$ cat src/rtl/deser_pkg.sv
package deser_pkg;

    // Whether the word now being gathered saw a loss flag.
    typedef enum logic {
        WORD_CLEAN   = 1'b0,
        WORD_TAINTED = 1'b1
    } taint_e;

endpackage

$ cat src/rtl/word_phase_ctr.sv
module word_phase_ctr #(
    parameter int WORD_W = 4
) (
    input  logic clk,
    input  logic rst_n,
    input  logic bit_en,
    output logic last_bit
);
    localparam int CNT_W = (WORD_W > 2) ? $clog2(WORD_W) : 1;
    localparam logic [CNT_W-1:0] LAST = CNT_W'(WORD_W - 1);

    logic [CNT_W-1:0] cnt_d, cnt_q;

    always_comb begin
        cnt_d = cnt_q;
        if (bit_en) begin
            cnt_d = (cnt_q == LAST) ? '0 : cnt_q + 1'b1;
        end
    end

    always_ff @(posedge clk) begin
        if (!rst_n) cnt_q <= '0;
        else        cnt_q <= cnt_d;
    end

    assign last_bit = bit_en && (cnt_q == LAST);
endmodule

$ cat src/rtl/deser_shift.sv
module deser_shift #(
    parameter int WORD_W = 4
) (
    input  logic              clk,
    input  logic              rst_n,
    input  logic              bit_en,
    input  logic              rx_bit,
    output logic [WORD_W-1:0] full_word
);
    logic [WORD_W-2:0] sh_d, sh_q;

    // Word formed by the held bits plus the bit arriving now; oldest bit on top.
    assign full_word = {sh_q, rx_bit};

    always_comb begin
        sh_d = sh_q;
        if (bit_en) sh_d = full_word[WORD_W-2:0];
    end

    always_ff @(posedge clk) begin
        if (!rst_n) sh_q <= '0;
        else        sh_q <= sh_d;
    end
endmodule

$ cat src/rtl/ser_shift.sv
module ser_shift #(
    parameter int WORD_W = 4
) (
    input  logic              clk,
    input  logic              rst_n,
    input  logic              bit_en,
    input  logic              last_bit,
    input  logic [WORD_W-1:0] tx_word,
    output logic              tx_bit
);
    logic [WORD_W-1:0] sh_d, sh_q;

    always_comb begin
        sh_d = sh_q;
        if (last_bit)    sh_d = tx_word;
        else if (bit_en) sh_d = {sh_q[WORD_W-2:0], 1'b0};
    end

    always_ff @(posedge clk) begin
        if (!rst_n) sh_q <= '0;
        else        sh_q <= sh_d;
    end

    assign tx_bit = sh_q[WORD_W-1];
endmodule

$ cat src/rtl/deser_1to4_squelch.sv
module deser_1to4_squelch
    import deser_pkg::*;
#(
    parameter int WORD_W = 4
) (
    input  logic              clk,
    input  logic              rst_n,
    input  logic              bit_en,
    input  logic              rx_bit,
    input  logic              rx_los,
    input  logic              rx_unlocked,
    input  logic [WORD_W-1:0] tx_word,
    output logic [WORD_W-1:0] rx_word,
    output logic              rx_word_vld,
    output logic              tx_bit
);
    typedef struct packed {
        logic [WORD_W-1:0] word;
        logic              vld;
        taint_e            taint;
    } out_st_t;

    logic              last_bit;
    logic [WORD_W-1:0] full_word;
    logic              loss;
    logic              tainted;
    out_st_t           st_d, st_q;

    word_phase_ctr #(.WORD_W(WORD_W)) u_phase (
        .clk      (clk),
        .rst_n    (rst_n),
        .bit_en   (bit_en),
        .last_bit (last_bit)
    );

    deser_shift #(.WORD_W(WORD_W)) u_rx (
        .clk       (clk),
        .rst_n     (rst_n),
        .bit_en    (bit_en),
        .rx_bit    (rx_bit),
        .full_word (full_word)
    );

    ser_shift #(.WORD_W(WORD_W)) u_tx (
        .clk      (clk),
        .rst_n    (rst_n),
        .bit_en   (bit_en),
        .last_bit (last_bit),
        .tx_word  (tx_word),
        .tx_bit   (tx_bit)
    );

    assign loss    = rx_los || rx_unlocked;
    assign tainted = (st_q.taint == WORD_TAINTED) || loss;

    always_comb begin
        st_d     = st_q;
        st_d.vld = last_bit;
        if (last_bit) begin
            // Word boundary: publish, or squelch if any flag touched the window.
            st_d.word  = tainted ? '0 : full_word;
            st_d.taint = WORD_CLEAN;
        end else if (loss) begin
            st_d.word  = '0;
            st_d.taint = WORD_TAINTED;
        end
    end

    always_ff @(posedge clk) begin
        if (!rst_n) begin
            st_q.word  <= '0;
            st_q.vld   <= 1'b0;
            st_q.taint <= WORD_CLEAN;
        end else begin
            st_q <= st_d;
        end
    end

    assign rx_word     = st_q.word;
    assign rx_word_vld = st_q.vld;
endmodule

$ cat config.mk
export PLATFORM = sky130hd
export DESIGN_NAME = deser_1to4_squelch
export DESIGN_NICKNAME = d
export VERILOG_FILES = /design/src/rtl/deser_pkg.sv /design/src/rtl/word_phase_ctr.sv /design/src/rtl/deser_shift.sv /design/src/rtl/ser_shift.sv /design/src/rtl/deser_1to4_squelch.sv
export SDC_FILE = /design/constraint.sdc
export NUM_CORES = 1
export LEC_CHECK = 0
export CAP_MARGIN = 20
export CORE_MARGIN = 3
export CORE_UTILIZATION = 41
export DETAILED_ROUTE_END_ITERATION = 6
export PLACE_DENSITY = 0.69
export SYNTH_ARGS = -nofsm -noshare
export SYNTH_HDL_FRONTEND = slang
export SYNTH_HIERARCHICAL = 1
export SYNTH_SLANG_ARGS = --single-unit
$ cat constraint.sdc
create_clock -name clk -period 1.3 [get_ports clk]
set_input_delay 0.39 -clock clk [delete_from_list [all_inputs] [get_ports clk]]
set_output_delay 0.39 -clock clk [all_outputs]
set_load 0.02 [all_outputs]
==> metrics.md, run 1 <==
| Metric | Value |
|---|---|
| Post-synthesis async set-or-reset flop share | `0%` |
| Sequential share of the synthesized area | `roughly 46%` |
| Antenna violations before repair | `0` |
| Clock-pin slew of the registers on the worst-case setup and hold paths | `~0.090 ns` |
| Row count | `13` |
| Fmax | `0.800 GHz` |
| Cell variety after synth | `20` |
| R2r startpoint | `u_phase/cnt_q[0]$_SDFFE_PN0P_` |
| Hold_ws | `0.480 ns` |
| Sw power | `0.192 mW` |
| Max Slew Vio Count | `0` |
| Worst setup SP type | `flip-flop` |
| Share of layout cells above drive strength 1 | `41.6%` |
| GP Congestion | `0.669` |
| Hold path start | `rx_word[1]$_SDFFE_PN0P_` |
| Largest net degree at the start of global routing | `10` |
| Pleak | `0.427 nW` |
| Via/cell ratio | `5.10` |
| Main synth FF type | `dfxtp_1` |
| Clk root buf | `clkbuf_4` |
| Max rail drop VDD | `0.842 mV` |
| Min Clock Period, post-route | `1.25 ns` |
| CP top delay family | `simple AND/OR/NAND/NOR gates` |
| Post-DP Area | `841 um2` |
| CP cell instances | `ha_2 > and2_4 > and2_1 > a32o_2` |
| H-tree depth | `1` |
| WP data required | `around 1.5 ns` |
| Setup-failing EPs final | `0` |
| GRT overflow | `0` |
| Fin util | `61.1%` |
| Slowest cell delay on critical path | `0.32 ns` |
| Endpoint, Worst Hold | `rx_word[1]$_SDFFE_PN0P_` |
| R2R setup slack | `0.05 ns` |
| First-pass detailed-route iteration total | `3` |
| Clock power share | `about a third` |
| Synthesized cell area | `659 um2` |
| Worst Path Buf+Inv | `0` |
| Synth area leader | `dfxtp_1` |
| Global-route wire length before repair | `2020 um` |
| Die area | `0.00213 mm2` |
| Hold Path Class | `reg2reg` |
| Total length of routed wires | `1190 um` |
| Cell internal pwr | `0.646 mW` |
| R2R cell count | `4` |
| Cells on Worst Hold Path | `1` |
| I/O pins | `16` |
| CP max-delay cell | `dfxtp_1` |
| Die Width | `46.1 um` |
| Final Hold Vio Count | `0` |
| Area of the core | `0.00140 mm2` |
| Synth Register Bits | `15` |
| Max FO, Critical Path | `5` |
| Tot GR Track Use | `13.9%` |
| Initial Util | `47.1%` |
| YS warnings | `6` |
| Crit path DAT | `1.43 ns` |
| Share of total power in sequential cells | `57.0%` |
| Reg2reg end | `rx_word[0]$_SDFFE_PN0P_` |
| Sw frac | `between 20% and 30%` |
| Post-synth EDFFs | `0` |
| Combinational share of power | `11.3%` |
| Clock Sinks | `15` |
| Synth-to-layout area growth | `29.6%` |
| Crit Path Category | `reg2reg` |
| ANT cells | `0` |
| Final instance area | `855 um2` |
| Mapped Avg Cell Area | `12.2 um2` |
| Inst Count DP | `86` |
| Max capacitance violation total | `0` |
| Syn Inst Count | `54` |
| Most frequent cells in the layout | `dfxtp_1 (15), buf_4 (9), clkdlybuf4s50_1 (8), buf_2 (5), nor2b_1 (5)` |
| Vias in the first global route | `between 400 and 500` |
| P per Cell Area | `981 mW/mm2` |
| Unrepaired setup endpoints after global routing | `no` |
| Iter 0 DRT Violations | `7` |
| Clock Tree Buf Depth | `2` |
| IO buf count | `15` |
| Top cells by area, synth | `dfxtp_1 (46%), a32o_2 (6.8%), mux2i_1 (6.1%)` |
| Final ANT Viol Nets | `0` |
| Via count | `469` |
| Outcome | `completed` |
| Nets@finish | `89` |
| TritonCTS clock tree | `done` |
| Post-Syn Nets | `65` |
| Most common cell after layout, fill and taps aside | `dfxtp_1` |
| CP Capture Type | `flip-flop` |
| Non-Filler Instances | `a little over 90` |
| Skew-Pair Late Insertion Delay | `0.29 ns` |
| Tightest Pin Transition | `0.297 ns` |
| Die H | `46.1 um` |
| Overall power | `0.838 mW` |
| Yosys top cell area share | `45.5%` |
| Layout Skew | `0.00732 ns` |
| DR WL/cell | `12.9 um` |
| DRC viols | `0` |
| Relative slew margins | `80.1%` |
| HPWL Detailed | `884 um` |
| Total CTS buffers | `3` |
| Final Cycle Share | `96.1%` |
[per-layer routing]
metal,track usage [%],vias to the layer above,wire length (um)
met4,6.82,0,19
met2,19.5,13,500
met3,6.25,2,99
met5,0,-,0
li1,-,241,-
met1,17.7,213,569
[worst max path at each step]
stage | endpoint | start | slack [ns] | cells after the start
3_5_place_dp | rx_word[2]$_SDFFE_PN0P_ | bit_en | -0.43 | 4
4_1_cts | rx_word[1] | rx_word[1]$_SDFFE_PN0P_ | 0.001 | 1
5_1_grt | rx_word[0]$_SDFFE_PN0P_ | u_phase/cnt_q[0]$_SDFFE_PN0P_ | 0.01 | 4
2_1_floorplan | rx_word[0]$_SDFFE_PN0P_ | u_phase/cnt_q[0]$_SDFFE_PN0P_ | 0.002 | 5
6_report | rx_word[0]$_SDFFE_PN0P_ | u_phase/cnt_q[0]$_SDFFE_PN0P_ | 0.05 | 4
3_3_place_gp | rx_word[2]$_SDFFE_PN0P_ | bit_en | -0.41 | 4
[cell families after synthesis]
group / count (synthesis) / synth area share [%]
multiplexers: 7 / 11.2
AO/OA/AOI/OAI: 9 / 13.7
adder cells (fa/ha/maj): 1 / 1.90
buffers and inverters: 6 / 7.40
flip-flops: 15 / 45.5
AND/OR/NAND/NOR: 16 / 20.3
[power by group through the flow]
stage / Clock [mW] / Combinational, mW / Sequential, mW
floorplan: 0 / 0.0368 / 0.489
global placement: 0 / 0.0942 / 0.489
detailed placement: 0 / 0.0954 / 0.489
CTS: 0.281 / 0.0960 / 0.478
global route: 0.296 / 0.104 / 0.479
finish: 0.266 / 0.0945 / 0.478
[cell type report]
class                      count  area, um2
clock inverter                 1       5.00
clock buffer                   3       22.5
sequential                    15        300
multi-input combinational     34        322
timing repair buffer          24        186
tap                           15       18.8
fill                         128        544
[cells in the mapped netlist, types with 3 or more instances]
cell,number
nor2b_1,5
a32o_2,4
buf_4,5
or2b_1,3
mux2i_1,4
dfxtp_1,15
o211a_1,3
mux2_2,3
[flip-flops by register name, summed over array words and instances (netlist names)]
register,flops
rx_word,4
u_rx/sh_q,3
u_phase/cnt_q,2
rx_word_vld,1
st_q,1
u_tx/sh_q,4
[timing repair]
item | in CTS | in global routing
setup buffers | 1 | 0
cloned | 1 | 0
endpoints found under the setup margin | 14 | 7
hold buffers | 0 | 0
gates resized for setup | 19 | 6
pin swaps | 0 | 1
[stage by stage]
stage	setup TNS (ns)	setup slack (ns)
final	0	0.0505
after global routing	0	0.0111
after CTS	0	0.00134
after detailed placement	-4.89	-0.433
after global placement	-4.67	-0.414
after floorplan	0	0.00159
Note: power is estimated with default switching activity, not from simulation.
==> inputs of run 2 (changes only) <==
--- a/config.mk
+++ b/config.mk
@@ -9,7 +9,8 @@
 export CORE_MARGIN = 3
 export CORE_UTILIZATION = 41
 export DETAILED_ROUTE_END_ITERATION = 6
-export PLACE_DENSITY = 0.69
+export PLACE_DENSITY = 0.71
+export REMOVE_ABC_BUFFERS = 1
 export SYNTH_ARGS = -nofsm -noshare
 export SYNTH_HDL_FRONTEND = slang
 export SYNTH_HIERARCHICAL = 1
==> run 2 against run 1 <==
Effect of this change:
- routed wire length shrank 6.3%
- critical path type unchanged
- largest cell class unchanged
- sequential power up 0.8%
- highest routed layer unchanged
- global-route usage decreased by 1.2 points
- final cell count did not move
==> metrics.md, run 2 (synthesized netlist as in run 1, its figures left out) <==
| Metric | Value |
|---|---|
| Filler Cell Count | `around 120` |
| DR WL/cell | `12.1 um` |
| Hold_ws | `0.472 ns` |
| Most frequent cells in the layout | `dfxtp_1 (14), buf_4 (9), clkdlybuf4s50_1 (8), nor2b_1 (5)` |
| Clock-pin slew of the registers on the worst-case setup and hold paths | `about 0.08 ns` |
| Cell internal pwr | `approximately 0.65 mW` |
| Worst Path Buf+Inv | `0` |
| Skew-Pair Late Insertion Delay | `0.27 ns` |
| Non-Filler Instances | `92` |
| ANT cells | `0` |
| Final Hold Vio Count | `0` |
| DP Worst Slack | `-0.369 ns` |
| Max capacitance violation total | `0` |
| I/O pins | `16` |
| Share of layout cells above drive strength 1 | `42.9%` |
| Total length of routed wires | `around 1100 um` |
| Inst Count DP | `a little under 90` |
| Largest net degree at the start of global routing | `9` |
| CP max-delay cell | `dfxtp_2` |
| Vias in the first global route | `roughly 460` |
| First-pass detailed-route iteration total | `3` |
| Setup-failing EPs final | `0` |
| Crit Path Category | `reg2reg` |
| Max rail drop VDD | `approximately 0.47 mV` |
| Hold bufs inserted after CTS | `0` |
| Row count | `13` |
| Clk root buf | `clkbuf_4` |
| Slowest cell delay on critical path | `0.35 ns` |
| Unrepaired setup endpoints after global routing | `no` |
| Layout Skew | `0.000966 ns` |
| P per Cell Area | `between 900 and 1000 mW/mm2` |
| Overall power | `between 0.8 and 0.9 mW` |
| Synth-to-layout area growth | `32.3%` |
| CP Capture Type | `flip-flop` |
| Share of total power in sequential cells | `58.0%` |
| Tot GR Track Use | `12.7%` |
| Min Clock Period, post-route | `1.25 ns` |
| CP top delay family | `simple AND/OR/NAND/NOR gates` |
| Max FO, Critical Path | `5` |
| Clock Tree Buf Depth | `2` |
| Max Slew Vio Count | `0` |
| Outcome | `completed` |
| Clock Sinks | `15` |
| GRT overflow | `0` |
| TritonCTS clock tree | `done` |
| Worst setup SP type | `flip-flop` |
| CP cell instances | `ha_4 > and2_4 > and2_2 > a32o_2` |
| Total CTS buffers | `3` |
| M2 GR Usage | `18.4%` |
| HPWL Detailed | `796 um` |
| Pleak | `about 0.42 nW` |
| WP data required | `approximately 1.5 ns` |
| Sw frac | `21.4%` |
| Antenna violations before repair | `0` |
| Nets@finish | `89` |
| Via/cell ratio | `5.04` |
| Hold Path Class | `reg2reg` |
| Crit path DAT | `1.42 ns` |
| Combinational share of power | `11.5%` |
| Via count | `464` |
| Tightest Pin Transition | `0.287 ns` |
| Peak-usage layer in the global routing report | `met2` |
| Relative slew margins | `80.8%` |
| Fmax | `0.801 GHz` |
| Met1 Use GR | `between 10% and 20%` |
| Global-route wire length before repair | `1930 um` |
| Worst Slack Setup Final | `0.0520 ns` |
| Die H | `46.1 um` |
| M3 GR Usage | `2.73%` |
| Clock power share | `30.5%` |
| Area of the core | `0.00140 mm2` |
| Final Cycle Share | `a little over nine tenths` |
| H-tree depth | `1` |
| DRC viols | `0` |
| Final ANT Viol Nets | `0` |
| Most common cell after layout, fill and taps aside | `dfxtp_1` |
| IO buf count | `15` |
| Iter 0 DRT Violations | `2` |
| Initial Util | `47.1%` |
| Die area | `0.00213 mm2` |
| Sw power | `0.178 mW` |
| GP Congestion | `about 0.7` |
| Setup TNS | `0 ns` |
| Die Width | `46.1 um` |
run 2: cell types whose count changed in the layout (fill, tap and decap cells not counted), sizes merged:
cell / before / now
clkbuf: 4 / 5
clkinv: 1 / 0
buf: 14 / 13
clkdlybuf4s15: 0 / 1
run 2: metal layers:
| metal | up-vias | part of all wire [%] |
|---|---|---|
| li1 | 238 | - |
| met1 | 213 | 48 |
| met2 | 11 | 46 |
| met3 | 2 | 4.9 |
| met4 | 0 | 0.90 |
| met5 | - | 0 |
run 2: cell type report:
| class | instances | area [um2] | share of cell area, % |
|---|---|---|---|
| multi-input combinational | 34 | 333 | 38.2 |
| sequential | 15 | 302 | 34.6 |
| timing repair buffer | 24 | 193 | 22.1 |
| clock buffer | 4 | 26.3 | 3.01 |
| tap | 15 | 18.8 | 2.15 |
run 2: what timing repair did:
item,in CTS,in global routing
setup endpoints to repair,14,10
setup buffers,0,0
pin swaps,0,1
gates cloned,1,0
gates resized for setup,20,8
run 2: path summary, 6_finish.rpt:
check | start | end | slack [ns] | cells past startpoint
max | u_phase/cnt_q[0]$_SDFFE_PN0P_ | rx_word[0]$_SDFFE_PN0P_ | 0.05 | 4
min | rx_word[3]$_SDFFE_PN0P_ | rx_word[3]$_SDFFE_PN0P_ | 0.47 | 1
max reg2reg | u_phase/cnt_q[0]$_SDFFE_PN0P_ | rx_word[0]$_SDFFE_PN0P_ | 0.05 | 4
min reg2reg | rx_word[3]$_SDFFE_PN0P_ | rx_word[3]$_SDFFE_PN0P_ | 0.47 | 1
run 2: power groups by stage:
stage	logic [mW]	clock network (mW)	registers, mW
after floorplan	0.0338	0	0.489
after global placement	0.0944	0	0.489
after detailed placement	0.0943	0	0.490
after CTS	0.0953	0.268	0.479
after global routing	0.105	0.285	0.483
final	0.0956	0.254	0.482
run 2: stage by stage:
stage	cell area, um2	utilization, %
after floorplan	611	-
after global placement	847	60.6
after detailed placement	847	60.6
after CTS	890	63.6
after global routing	872	62.3
final	872	62.3
==> inputs of run 3 (changes only) <==
--- a/config.mk
+++ b/config.mk
@@ -10,7 +10,6 @@
 export CORE_UTILIZATION = 41
 export DETAILED_ROUTE_END_ITERATION = 6
 export PLACE_DENSITY = 0.71
-export REMOVE_ABC_BUFFERS = 1
 export SYNTH_ARGS = -nofsm -noshare
 export SYNTH_HDL_FRONTEND = slang
 export SYNTH_HIERARCHICAL = 1
==> run 3 against run 2 <==
Effect of this change:
- non-clock buffer count down 2
- largest power group unchanged
- critical path depth shrank 3
- combinational power fell by 4.9%
- via count fell by 2.6%
- highest routed layer unchanged
- final cell count fell by 2.2%
- clock-buffer cell count fell by 1
- routed wire length is 0.27% lower
- cell area fell by 2.3%
==> metrics.md, run 3 (synthesized netlist as in run 1, its figures left out) <==
| Metric | Value |
|---|---|
| Outcome | `completed` |
| Fmax | `0.793 GHz` |
| R2R cell count | `4` |
| Most frequent cells in the layout | `dfxtp_1 (15), clkdlybuf4s50_1 (8), buf_4 (7), nor2b_1 (5)` |
| Max capacitance violation total | `0` |
| Row count | `13` |
| Crit Path Category | `reg2out` |
| Clock Tree Buf Depth | `2` |
| Initial Util | `roughly 47%` |
| ANT cells | `0` |
| Cell internal pwr | `0.643 mW` |
| Final Hold Vio Count | `0` |
| CP top delay family | `flip-flops` |
| Most common cell after layout, fill and taps aside | `dfxtp_1` |
| Sw frac | `22.4%` |
| Combinational share of power | `a little over a tenth` |
| GRT overflow | `0` |
| Final ANT Viol Nets | `0` |
| TritonCTS clock tree | `done` |
| Filler Cell Count | `121` |
| Max FO, Critical Path | `2` |
| Worst setup SP type | `flip-flop` |
| Hold Path Class | `reg2reg` |
| I/O pins | `16` |
| Total CTS buffers | `3` |
| Tot GR Track Use | `approximately 13%` |
| CP cell instances | `clkdlybuf4s15_2` |
| Skew-Pair Late Insertion Delay | `0.28 ns` |
| Cells on Worst Hold Path | `1` |
| Worst Path Buf+Inv | `1` |
| WP data required | `slightly above 0.9 ns` |
| HPWL Detailed | `850 um` |
| Non-Filler Instances | `90` |
| Max rail drop VDD | `roughly 0.63 mV` |
| Overall power | `0.829 mW` |
| Sw power | `0.186 mW` |
| Layout Skew | `~0.00098 ns` |
| Setup-failing EPs final | `0` |
| Reg2reg end | `rx_word[0]$_SDFFE_PN0P_` |
| Final Cycle Share | `a little over nine tenths` |
| Die area | `0.00213 mm2` |
| Via count | `452` |
| Die H | `46.1 um` |
| Share of layout cells above drive strength 1 | `40.0%` |
| H-tree depth | `1` |
| Inst Count DP | `between 80 and 90` |
| Total length of routed wires | `1110 um` |
| Via/cell ratio | `5.02` |
| Worst path depth | `1` |
| Die Width | `46.1 um` |
| Antenna violations before repair | `0` |
| Relative slew margins | `75.1%` |
| Unrepaired setup endpoints after global routing | `no` |
| CP Capture Type | `output pin` |
| Area of the core | `0.00140 mm2` |
| Crit path DAT | `0.87 ns` |
| Global-route wire length before repair | `a little under 2000 um` |
| Max Slew Vio Count | `0` |
| GP Congestion | `0.707` |
| Min Clock Period, post-route | `1.26 ns` |
| P per Cell Area | `973 mW/mm2` |
| Synth-to-layout area growth | `29.2%` |
| Hold path start | `rx_word[3]$_SDFFE_PN0P_` |
| Iter 0 DRT Violations | `3` |
| IO buf count | `15` |
| CP max-delay cell | `dfxtp_1` |
| Largest net degree at the start of global routing | `10` |
| Slowest cell delay on critical path | `0.33 ns` |
| Clock power share | `31.4%` |
| Postcts setup bufs | `0` |
| R2r startpoint | `u_phase/cnt_q[0]$_SDFFE_PN0P_` |
| DRC viols | `0` |
| Share of total power in sequential cells | `57.7%` |
| Fin util | `just over 60%` |
| DR WL/cell | `between 10 and 15 um` |
| First-pass detailed-route iteration total | `2` |
| Hold bufs inserted after CTS | `0` |
| Tightest Pin Transition | `0.371 ns` |
| Vias in the first global route | `453` |
| Pleak | `0.412 nW` |
| Nets@finish | `87` |
| Clk root buf | `clkbuf_4` |
| Endpoint, Worst Hold | `rx_word[3]$_SDFFE_PN0P_` |
| Clock-pin slew of the registers on the worst-case setup and hold paths | `0.09 ns` |
| R2R setup slack | `0.05 ns` |
| Clock Sinks | `15` |
run 3: changes by cell type in the layout (fill, tap and decap cells not counted), sizes merged:
cell,change
clkinv,+1
clkbuf,-1
buf,-3
clkdlybuf4s15,+1
run 3: how the worst max path moves through the flow:
stage | start | to | slack, ns
after floorplan | u_phase/cnt_q[0]$_SDFFE_PN0P_ | rx_word[0]$_SDFFE_PN0P_ | 0.002
after global placement | bit_en | u_tx/sh_q[0]$_SDFFE_PN0P_ | -0.44
after detailed placement | bit_en | u_tx/sh_q[0]$_SDFFE_PN0P_ | -0.48
after CTS | u_tx/sh_q[3]$_SDFFE_PN0P_ | tx_bit | 0.004
after global routing | rx_word[2]$_SDFFE_PN0P_ | rx_word[2] | 0.0007
final | rx_word[0]$_SDFFE_PN0P_ | rx_word[0] | 0.04
run 3: routing by layer:
layer | GRT usage [%] | wire, um
met1 | 15.2 | 513
met5 | 0 | 0
met4 | 5.11 | 12
met3 | 4.69 | 69
met2 | 20.6 | 513
run 3: stage by stage:
step	cell area [um2]	hold WS, ns	setup slack, ns	TNS [ns]
floorplan	661	0.446	0.00159	0
global placement	833	0.457	-0.438	-4.96
detailed placement	833	0.457	-0.476	-5.40
CTS	876	0.483	0.00404	0
global route	852	0.494	0.000702	0
finish	852	0.474	0.0389	0
run 3: power groups by stage:
stage | Clock [mW] | Combinational [mW] | Sequential (mW)
finish | 0.260 | 0.0909 | 0.478
global route | 0.296 | 0.0998 | 0.480
CTS | 0.275 | 0.0926 | 0.478
detailed placement | 0 | 0.0925 | 0.489
global placement | 0 | 0.0910 | 0.488
floorplan | 0 | 0.0368 | 0.489
run 3: final cells by class:
type	count	area, um2	share of cell area, %
sequential	15	300	35.2
multi-input combinational	34	322	37.7
clock buffer	3	22.5	2.64
tap	15	18.8	2.20
clock inverter	1	5.00	0.587
timing repair buffer	22	184	21.6
run 3: timing repair:
action,CTS,global route
pin swaps,0,1
resized for setup,19,4
endpoints found under the hold margin,0,0
cloned,1,0
setup endpoints to repair,14,5
